**config.mk**
```make
export PLATFORM = sky130hd
export DESIGN_NAME = eeprom_wr_ctrl
export DESIGN_NICKNAME = d
export VERILOG_FILES = /design/src/rtl/eectl_pkg.sv /design/src/rtl/eectl_unlock.sv /design/src/rtl/eectl_timer.sv /design/src/rtl/eectl_array.sv /design/src/rtl/eeprom_wr_ctrl.sv
export SDC_FILE = /design/constraint.sdc
export NUM_CORES = 2
export LEC_CHECK = 0
export CAP_MARGIN = 10
export CORE_MARGIN = 4
export CORE_UTILIZATION = 52
export CTS_CLUSTER_SIZE = 16
export DETAILED_ROUTE_END_ITERATION = 8
export GPL_TIMING_DRIVEN = 0
export PLACE_DENSITY = 0.66
export SETUP_SLACK_MARGIN = 0.4
export SYNTH_ARGS = -nofsm -noshare
export SYNTH_HDL_FRONTEND = slang
export SYNTH_SLANG_ARGS = --single-unit
```
**constraint.sdc**
```tcl
create_clock -name clk -period 6.14 [get_ports clk]
set_input_delay 1.842 -clock clk [delete_from_list [all_inputs] [get_ports clk]]
set_output_delay 1.842 -clock clk [all_outputs]
set_load 0.01 [all_outputs]
```
**src/rtl/eectl_pkg.sv**
```systemverilog
package eectl_pkg;
  typedef enum logic [1:0] {
    SEL_ADDR = 2'd0,
    SEL_DATA = 2'd1,
    SEL_CTRL = 2'd2,
    SEL_KEY  = 2'd3
  } reg_sel_e;

  // control register bit positions
  localparam int B_RDGO = 0;
  localparam int B_WRGO = 1;
  localparam int B_WEN  = 2;
  localparam int B_ERR  = 3;
  localparam int B_DONE = 4;
  localparam int B_INC  = 5;
  localparam int B_CFG  = 6;
  localparam int B_SPC  = 7;

  localparam logic [7:0] KEY_FIRST  = 8'h55;
  localparam logic [7:0] KEY_SECOND = 8'hAA;

  typedef enum logic [1:0] {
    K_IDLE  = 2'd0,
    K_HALF  = 2'd1,
    K_ARMED = 2'd2
  } key_st_e;
endpackage

```
**src/rtl/eectl_unlock.sv**
```systemverilog
module eectl_unlock
  import eectl_pkg::*;
(
  input  logic       clk,
  input  logic       por_n,
  input  logic       sys_rst,
  input  logic       acc,
  input  logic       we,
  input  logic [1:0] sel,
  input  logic [7:0] wdata,
  output logic       armed
);
  key_st_e st_q;
  logic    hit_first, hit_second;

  assign hit_first  = we && (sel == SEL_KEY) && (wdata == KEY_FIRST);
  assign hit_second = we && (sel == SEL_KEY) && (wdata == KEY_SECOND);

  always_ff @(posedge clk or negedge por_n) begin
    if (!por_n) begin
      st_q <= K_IDLE;
    end else if (sys_rst) begin
      st_q <= K_IDLE;
    end else if (acc) begin
      unique case (st_q)
        K_IDLE:  st_q <= hit_first  ? K_HALF  : K_IDLE;
        K_HALF:  st_q <= hit_second ? K_ARMED : K_IDLE;
        default: st_q <= K_IDLE;
      endcase
    end
  end

  assign armed = (st_q == K_ARMED);

  // arming only ever follows an accepted second key byte
  assert_arm_after_key_R3: assert property (@(posedge clk) disable iff (!por_n)
    $rose(armed) |-> $past(acc && hit_second));

  // any accepted access consumes the armed state
  assert_access_disarms_R3: assert property (@(posedge clk) disable iff (!por_n || sys_rst)
    armed && acc |=> !armed);
endmodule

```
**src/rtl/eectl_timer.sv**
```systemverilog
module eectl_timer #(
  parameter int WR_LAT = 16
) (
  input  logic clk,
  input  logic por_n,
  input  logic abort,
  input  logic start,
  output logic busy,
  output logic finish
);
  localparam int CW = $clog2(WR_LAT + 1);

  logic [CW-1:0] cnt_q;

  always_ff @(posedge clk or negedge por_n) begin
    if (!por_n) begin
      cnt_q <= '0;
    end else if (abort) begin
      cnt_q <= '0;
    end else if (start) begin
      cnt_q <= CW'(WR_LAT);
    end else if (cnt_q != '0) begin
      cnt_q <= cnt_q - 1'b1;
    end
  end

  assign busy   = (cnt_q != '0);
  assign finish = (cnt_q == CW'(1)) && !abort;

  // an accepted start is visible as busy on the next cycle
  assert_start_busy_R5: assert property (@(posedge clk) disable iff (!por_n)
    start && !abort |=> busy);
endmodule

```
**src/rtl/eectl_array.sv**
```systemverilog
module eectl_array #(
  parameter int ADDR_W = 8
) (
  input  logic              clk,
  input  logic              we,
  input  logic [ADDR_W-1:0] waddr,
  input  logic [7:0]        wdata,
  input  logic [ADDR_W-1:0] raddr,
  output logic [7:0]        rdata
);
  localparam int DEPTH = 1 << ADDR_W;

  logic [7:0] mem_q [DEPTH];

  // nonvolatile model: no reset on the storage
  always_ff @(posedge clk) begin
    if (we) mem_q[waddr] <= wdata;
  end

  assign rdata = mem_q[raddr];
endmodule

```
**src/rtl/eeprom_wr_ctrl.sv**
```systemverilog
module eeprom_wr_ctrl
  import eectl_pkg::*;
#(
  parameter int ADDR_W = 8,
  parameter int WR_LAT = 16
) (
  input  logic       clk,
  input  logic       por_n,
  input  logic       sys_rst,
  input  logic       bus_valid,
  output logic       bus_ready,
  input  logic       bus_we,
  input  logic [1:0] bus_sel,
  input  logic [7:0] bus_wdata,
  output logic       rsp_valid,
  input  logic       rsp_ready,
  output logic [7:0] rsp_data,
  output logic       wip,
  output logic       done_irq,
  output logic       wr_err
);
  logic [ADDR_W-1:0] addr_q, w_addr_q;
  logic [7:0]        data_q, w_data_q, arr_rdata, rb_data, rsp_data_q;
  logic              wen_q, spc_q, cfg_q, done_q, err_q, rsp_valid_q;
  logic              acc, ctrl_wr, space_ok, start, rd_go, inc_go;
  logic              armed, busy, finish;

  assign bus_ready = (!rsp_valid_q || rsp_ready) && !sys_rst;
  assign acc       = bus_valid && bus_ready;
  assign ctrl_wr   = acc && bus_we && (bus_sel == SEL_CTRL);
  assign space_ok  = !bus_wdata[B_SPC] && !bus_wdata[B_CFG];
  assign start     = ctrl_wr && bus_wdata[B_WRGO] && armed && wen_q && space_ok && !busy;
  assign rd_go     = ctrl_wr && bus_wdata[B_RDGO] && space_ok && !busy;
  assign inc_go    = ctrl_wr && bus_wdata[B_INC];

  eectl_unlock u_unlock (
    .clk     (clk),
    .por_n   (por_n),
    .sys_rst (sys_rst),
    .acc     (acc),
    .we      (bus_we),
    .sel     (bus_sel),
    .wdata   (bus_wdata),
    .armed   (armed)
  );

  eectl_timer #(.WR_LAT(WR_LAT)) u_timer (
    .clk    (clk),
    .por_n  (por_n),
    .abort  (sys_rst),
    .start  (start),
    .busy   (busy),
    .finish (finish)
  );

  eectl_array #(.ADDR_W(ADDR_W)) u_array (
    .clk   (clk),
    .we    (finish),
    .waddr (w_addr_q),
    .wdata (w_data_q),
    .raddr (addr_q),
    .rdata (arr_rdata)
  );

  // address and data registers
  always_ff @(posedge clk or negedge por_n) begin
    if (!por_n) begin
      addr_q <= '0;
      data_q <= '0;
    end else if (sys_rst) begin
      addr_q <= '0;
      data_q <= '0;
    end else begin
      if (acc && bus_we && (bus_sel == SEL_ADDR)) addr_q <= bus_wdata[ADDR_W-1:0];
      else if (inc_go)                            addr_q <= addr_q + 1'b1;
      if (acc && bus_we && (bus_sel == SEL_DATA)) data_q <= bus_wdata;
      else if (rd_go)                             data_q <= arr_rdata;
    end
  end

  // latched write target
  always_ff @(posedge clk or negedge por_n) begin
    if (!por_n) begin
      w_addr_q <= '0;
      w_data_q <= '0;
    end else if (start) begin
      w_addr_q <= addr_q;
      w_data_q <= data_q;
    end
  end

  // control bits
  always_ff @(posedge clk or negedge por_n) begin
    if (!por_n) begin
      wen_q  <= 1'b0;
      spc_q  <= 1'b0;
      cfg_q  <= 1'b0;
      done_q <= 1'b0;
      err_q  <= 1'b0;
    end else if (sys_rst) begin
      wen_q  <= 1'b0;
      spc_q  <= 1'b0;
      cfg_q  <= 1'b0;
      done_q <= 1'b0;
      err_q  <= err_q | busy;
    end else begin
      if (ctrl_wr) begin
        wen_q <= bus_wdata[B_WEN];
        spc_q <= bus_wdata[B_SPC];
        cfg_q <= bus_wdata[B_CFG];
        err_q <= bus_wdata[B_ERR];
      end
      if (finish)       done_q <= 1'b1;
      else if (ctrl_wr) done_q <= bus_wdata[B_DONE];
    end
  end

  // register read-back
  always_comb begin
    unique case (reg_sel_e'(bus_sel))
      SEL_ADDR: rb_data = 8'(addr_q);
      SEL_DATA: rb_data = data_q;
      SEL_CTRL: rb_data = {spc_q, cfg_q, 1'b0, done_q, err_q, wen_q, busy, 1'b0};
      default:  rb_data = 8'h00;
    endcase
  end

  // response channel
  always_ff @(posedge clk or negedge por_n) begin
    if (!por_n) begin
      rsp_valid_q <= 1'b0;
      rsp_data_q  <= '0;
    end else if (sys_rst) begin
      rsp_valid_q <= 1'b0;
    end else if (acc && !bus_we) begin
      rsp_valid_q <= 1'b1;
      rsp_data_q  <= rb_data;
    end else if (rsp_ready) begin
      rsp_valid_q <= 1'b0;
    end
  end

  assign rsp_valid = rsp_valid_q;
  assign rsp_data  = rsp_data_q;
  assign wip       = busy;
  assign done_irq  = done_q;
  assign wr_err    = err_q;

  // a write never begins unless write-enable was already stored
  assert_wen_before_start_R4: assert property (@(posedge clk) disable iff (!por_n || sys_rst)
    $rose(busy) |-> $past(wen_q));

  // a write never begins unless the key pair was just seen
  assert_key_before_start_R3: assert property (@(posedge clk) disable iff (!por_n || sys_rst)
    $rose(busy) |-> $past(armed));

  // normal completion raises the done flag
  assert_done_on_finish_R7: assert property (@(posedge clk) disable iff (!por_n || sys_rst)
    $fell(busy) && !$past(sys_rst) |-> done_q);

  // warm reset during a write leaves the error flag set
  assert_err_on_abort_R11: assert property (@(posedge clk) disable iff (!por_n)
    $past(sys_rst) && $past(busy) |-> err_q);

  // a response held back keeps valid and data stable
  assert_rsp_hold_R12: assert property (@(posedge clk) disable iff (!por_n || sys_rst)
    rsp_valid && !rsp_ready |=> rsp_valid && $stable(rsp_data));

  // key register reads return zero
  assert_key_reads_zero_R2: assert property (@(posedge clk) disable iff (!por_n || sys_rst)
    acc && !bus_we && (bus_sel == SEL_KEY) |=> rsp_data == 8'h00);
endmodule

```
# --- Word-level counts from Yosys, hierarchy flattened ---
# Memories as Yosys holds them, arrays and structs flattened.
# Cells that the tools add are included.
op_classes:
  mux: 31
  reduce_logical: 39
  div: 0
  bitwise: 2
  magnitude_cmp: 0
  mul: 0
  addsub: 2
  shift: 0
  n_eq_ne: 8
op_table:
  columns: ["cell", "count"]
  rows:
  - ["two-way mux 8 bit", 6]
  - ["one-hot mux 8 bit (3 select lines)", 1]
  - ["logical AND 1 bit", 21]
  - ["two-way mux 1 bit", 17]
  - ["two-way mux 5 bit", 3]
  - ["nonzero test 3 bit", 5]
  - ["adder 8 x 1 -> 8 bit (second input constant)", 1]
  - ["== test 8 x 7 -> 1 bit (second input constant)", 1]
  - ["== test 8 bit (second input constant)", 1]
  - ["== test 2 bit (second input constant)", 3]
  - ["logical NOT 1 bit", 6]
  - ["two-way mux 2 bit", 3]
  - ["== test 5 x 1 -> 1 bit (second input constant)", 1]
  - ["nonzero test 5 bit", 1]
  - ["subtractor 5 x 1 -> 5 bit (second input constant)", 1]
  - ["== test 2 x 1 -> 1 bit (second input constant)", 2]
  - ["logical NOT 2 bit", 2]
  - ["one-hot mux 2 bit (2 select lines)", 1]
  - ["nonzero test 2 bit", 2]
  - ["AND reduction 2 bit", 1]
  - ["logical OR 1 bit", 1]
  - ["NOT 1 bit", 1]
  - ["OR 1 bit", 1]
totals:
  mem_bits_rw: 2048
  rom_bits: 0
  output_inout_bits: 13
  memories: 1
  elab_cells: 96
  inputBits: 16
  regBits: 53
  latchBits: 0
mem_list:
  columns: ["memory", "depth", "width", "read_ports", "rd_ports_with_merged_regs", "wr", "line", "rtl"]
  rows:
  - ["u_array.mem_q", 256, 8, 1, 0, 1, "eectl_array.sv:13", "logic [7:0] mem_q [DEPTH];"]

# --- Logic depth before layout (Yosys ltp) ---
depth:
  depth_word: 13
  ltp_mapped: 12
  ltp_nobuf: 11

# --- By module ---
# Synthesis repeated with hierarchy kept, for this count alone.
hier_totals:
  hier_cells: 3987
  hier_area_um2: 82230.1
modules_own_cells:
  columns: ["module", "instances", "area_per_inst_um2", "cells_each", "seq_area_each_um2"]
  rows:
  - ["eectl_array", 1, 79396.1, 3725, 61499.0]
  - ["eeprom_wr_ctrl", 1, 2397.3, 217, 1151.1]
  - ["eectl_timer", 1, 294.0, 29, 125.1]
  - ["eectl_unlock", 1, 142.6, 16, 50.0]

# --- Worst setup path after synthesis ---
# Ideal clock, no wire load.
synth_timing:
  path_type: "input port to output port"
  from: "input rsp_ready"
  to: "output bus_ready"
  stages: 2
  path_buffers: 0
  slack_ns: 2.080
  t_arrival_ns: 2.218
  required_ns: 4.298
  path_cell_list: "nand2b_1 > nor2b_1"
synth_between:
  elab_chain_len: 2
synth_lines:
  columns: ["element", "line", "rtl"]
  rows:
  - ["start, declared", "eeprom_wr_ctrl.sv:16", "input logic rsp_ready,"]
  - ["logical OR 1 bit", "eeprom_wr_ctrl.sv:28", "assign bus_ready = (!rsp_valid_q || rsp_ready) && !sys_rst;"]
  - ["logical AND 1 bit", "eeprom_wr_ctrl.sv:28", null]
  - ["end, declared", "eeprom_wr_ctrl.sv:11", "output logic bus_ready,"]
# No other way between the ends.

# --- Worst setup path in the final report ---
layout_timing:
  from: "register addr_q[3]"
  to: "register data_q[7]"
layout_between:
  elab_chain_len: 4
layout_lines:
  columns: ["element", "line", "rtl"]
  rows:
  - ["start, declared", "eeprom_wr_ctrl.sv:22", "logic [ADDR_W-1:0] addr_q, w_addr_q;"]
  - ["start signal, assigned", "eeprom_wr_ctrl.sv:74", "if (acc && bus_we && (bus_sel == SEL_ADDR)) addr_q <= bus_wdata[ADDR_W-1:0];"]
  - ["start signal, assigned", "eeprom_wr_ctrl.sv:75", "else if (inc_go) addr_q <= addr_q + 1'b1;"]
  - ["memory read (256 x 8 bit)", null, null]
  - ["two-way mux 8 bit", "eeprom_wr_ctrl.sv:77", "else if (rd_go) data_q <= arr_rdata;"]
  - ["two-way mux 8 bit", "eeprom_wr_ctrl.sv:76", "if (acc && bus_we && (bus_sel == SEL_DATA)) data_q <= bus_wdata;"]
  - ["two-way mux 8 bit", "eeprom_wr_ctrl.sv:70", "end else if (sys_rst) begin"]
  - ["end signal, assigned", "eeprom_wr_ctrl.sv:76", null]
  - ["end signal, assigned", "eeprom_wr_ctrl.sv:77", null]
  - ["end, declared", "eeprom_wr_ctrl.sv:23", "logic [7:0] data_q, w_data_q, arr_rdata, rb_data, rsp_data_q;"]
# No other way between the ends. The select of a mux whose other input is x is not followed.
# A chain may end at the register's enable or synchronous reset.

==> qor.csv <==
metric;value;unit
status;finished, final reports clean;
initial core utilization;0.5241;
Final Hold Vio Count;0;
Synth Register Bits;2101;
drt first pass iters;6;
Max Freq;164.7;MHz
HPWL Detailed;168900;µm
CTS clk-pin slew, worst paths;0.07;ns
Sw Share;0.2014;
ys async rst share;0.02523;
Cell variety after synth;65;
Power per Cell Area;306.2;mW/mm²
P_leak;23.03;nW
# port buffers;27;
Synth Cell Area;0.08196;mm²
slowest CP cell;clkbuf_1;
worst-path fanout max;10;
Worst IR Drop VDD;0.0003488;V
drc violations;0;
crit path time final;6.070;ns
sequential-to-total area share from yosys stat;0.7665;
crit-path cells;clkbuf_1, clkbuf_1, clkbuf_1, clkbuf_1, mux4_2, a22oi_1, nand2_1, o22ai_1, o21ai_1;
CTS tree;done;
Vias;44980;
chip width;405.0;µm
global-route usage over all layers;0.3094;
Comb power frac;0.017;
first-pass GRT wire length;346400;µm
P_sw;5.702;mW
drt wl/cell;38.30;µm
Clock Sink Count;2101;
largest delay contributor family on the critical path;buffers and inverters;
area leader, netlist;edfxtp_1;
DRT antenna net count;0;
clock skew;0.04507;ns
Mapped Nets;4083;
core area;0.1564;mm²
max-slew violations;0;
proportion of layout cells with a drive suffix above 1;0.2018;
clk buf depth;3;
Ys Warns;0;
CTS Buf Count;204;
vias in the first global route;43240;
Post-synth EDFFs;2048;
Via density;6.827;
unrepaired setup endpoints after global routing;no;
Max Cap Viol;0;
most frequent cells after synthesis;edfxtp_1 (2048), mux4_2 (431), nor2_1 (308), mux2i_1 (230), clkbuf_1 (128);
Worst Max-Slew Pin Slew;1.451;ns
mean post-synth cell area;20.17;µm²
Cells after Synth;4064;
Root Buffer;clkbuf_16;
Tcrit/Tclk final;0.9886;
area of the die;0.1640;mm²
design area;0.09248;mm²
routed wire length;252300;µm
CP startpoint kind;flip-flop;
most numerous cell on the critical path;clkbuf_1;
ys flop type;edfxtp_1;
Starting DRT DRC Count;8066;
largest net degree at the start of global routing;105;
latest clock arrival within the worst-skew pair;0.85;ns
Hold Crit Class;flip-flop to flip-flop;
clock share of power;0.434;
Flop pwr share;0.549;
crit path DAT;6.79;ns
Die Span Y;405.0;µm
dpl cell area;0.08588;mm²
layout filler cell count;11240;
Cell Int Power;22.61;mW
Synth top area share;0.7503;
worst rel slew slack;0.03272;
initial antenna violation count;18;
CTS resizes;0;
RD Place Congestion;0.9855;
Area contributors post-synth;edfxtp_1 (75%), mux4_2 (12%), mux2i_1 (2.8%);
count leader, synth;edfxtp_1;
Layout Nets;4376;
H-tree Lvls;4;
final count of negative-setup-slack endpoints;0;
max incr delay on CP;1.07;ns
Worst Path Buf+Inv;4;
total gr overflow;0;
worst path required time;6.86;ns
Area Growth Syn to Fin;12.82;%
Crit Path Class;flip-flop to flip-flop;
CP endpoint kind;flip-flop;
I/O pins;29;
hold-fix buffer count after cts;0;
postcts setup bufs;0;
Finished Core Util;0.5913;
num rows;145;
==> placed cells by master (no fill, tap or decap), types with 17 or more instances in the layout <==
| master | count |
|---|---|
| buf_4 | 52 |
| mux4_2 | 431 |
| buf_1 | 19 |
| nand3_1 | 37 |
| buf_2 | 52 |
| clkinv_2 | 27 |
| edfxtp_1 | 2048 |
| bufinv_16 | 17 |
| nand2_1 | 98 |
| a22oi_1 | 58 |
| clkinv_1 | 54 |
| o21ai_0 | 39 |
| nor3_1 | 41 |
| buf_8 | 22 |
| a21oi_1 | 105 |
| clkbuf_16 | 207 |
| nor2_1 | 308 |
| mux2_2 | 17 |
| dfrtp_1 | 45 |
| o221ai_1 | 98 |
| a211oi_1 | 23 |
| clkdlybuf4s50_1 | 26 |
| clkbuf_1 | 167 |
| mux2i_1 | 230 |
| o22ai_1 | 64 |
| buf_16 | 23 |
==> state kept, by name, summed over array words and instances (netlist names) <==
name           count
u_array.mem_q   2048
addr_q             8
data_q             8
rsp_data           8
w_addr_q           8
w_data_q           8
u_timer.cnt_q      5
u_unlock.st_q      2
cfg_q              1
done_irq           1
rsp_valid          1
spc_q              1
wen_q              1
wr_err             1
==> cell families (layout without fill, tap and decap cells) <==
kind of cell | after synthesis | count (layout) | share of synthesized area
AOI/OAI and AO/OA | 452 | 452 | 0.03806
xor gates and xnor gates | 3 | 3 | 0.0003206
adders and majority gates | 3 | 3 | 0.0004580
buffers and inverters | 257 | 717 | 0.01491
DFF | 2101 | 2101 | 0.7665
muxes | 678 | 678 | 0.1488
other | 0 | 7 | 0
and+or+nand+nor | 570 | 570 | 0.03091
==> per-layer routing <==
metal | GRT usage | wire [µm]
met1 | 0.4162 | 90720
met2 | 0.4478 | 111200
met3 | 0.1107 | 34790
met4 | 0.1617 | 15570
met5 | 0 | 71
==> cell type report <==
class	instances	area, µm²	share of cell area
antenna	7	17.52	0.0001894
buffer	244	1192	0.01289
clock buffer	260	5409	0.05849
clock inverter	113	1079	0.01166
inverter	13	51.30	0.0005547
multi-input combinational	1706	17920	0.1937
sequential	2101	62860	0.6797
tap	2058	2575	0.02784
timing repair buffer	87	1380	0.01492
==> path summary, 6_finish.rpt <==
| check | from | end | slack [ns] | depth (start not counted) |
|---|---|---|---|---|
| worst max-delay path | addr_q[3] | data_q[7] | 0.07 | 9 |
| worst min-delay path | rsp_data[3] | rsp_data[3] | 0.48 | 2 |
| worst max register to register | addr_q[3] | data_q[7] | 0.07 | 9 |
| worst min register to register | rsp_data[3] | rsp_data[3] | 0.48 | 2 |
| max in group asynchronous | por_n | w_data_q[5] | 4.55 | 2 |
| min in group asynchronous | por_n | u_timer.cnt_q[3] | 0.99 | 1 |
==> worst reg2reg max path: cells and delay by family, from the launching register on <==
kind,cells,cell delay [ns]
muxes,1,0.48
and+or+nand+nor,1,0.22
AOI/OAI and AO/OA,3,0.80
buffers and inverters,4,3.75
DFF,1,0.68
==> through the flow <==
stage / TNS [ns] / worst slack (ns) / hold WS (ns) / instances / power, mW
after global placement: -2400.30 / -1.763 / 0.4650 / 6149 / 16.30
after detailed placement: 0 / 0.5094 / 0.4721 / 6201 / 16.31
after floorplan: 0 / 2.080 / 0.4866 / 4064 / 16.09
final: 0 / 0.07002 / 0.4830 / 6589 / 28.32
after global routing: 0 / 0.4213 / 0.5248 / 6582 / 29.01
after CTS: 0 / 0.4703 / 0.4854 / 6574 / 28.36
==> power groups by stage <==
stage / clock network (mW) / registers, mW / logic [mW]
2_1_floorplan: 0 / 15.8 / 0.258
3_3_place_gp: 0 / 15.8 / 0.463
3_5_place_dp: 0 / 15.8 / 0.473
4_1_cts: 12.4 / 15.5 / 0.474
5_1_grt: 13.0 / 15.5 / 0.506
6_report: 12.3 / 15.5 / 0.487
Note: power is estimated with default switching activity, not from simulation.
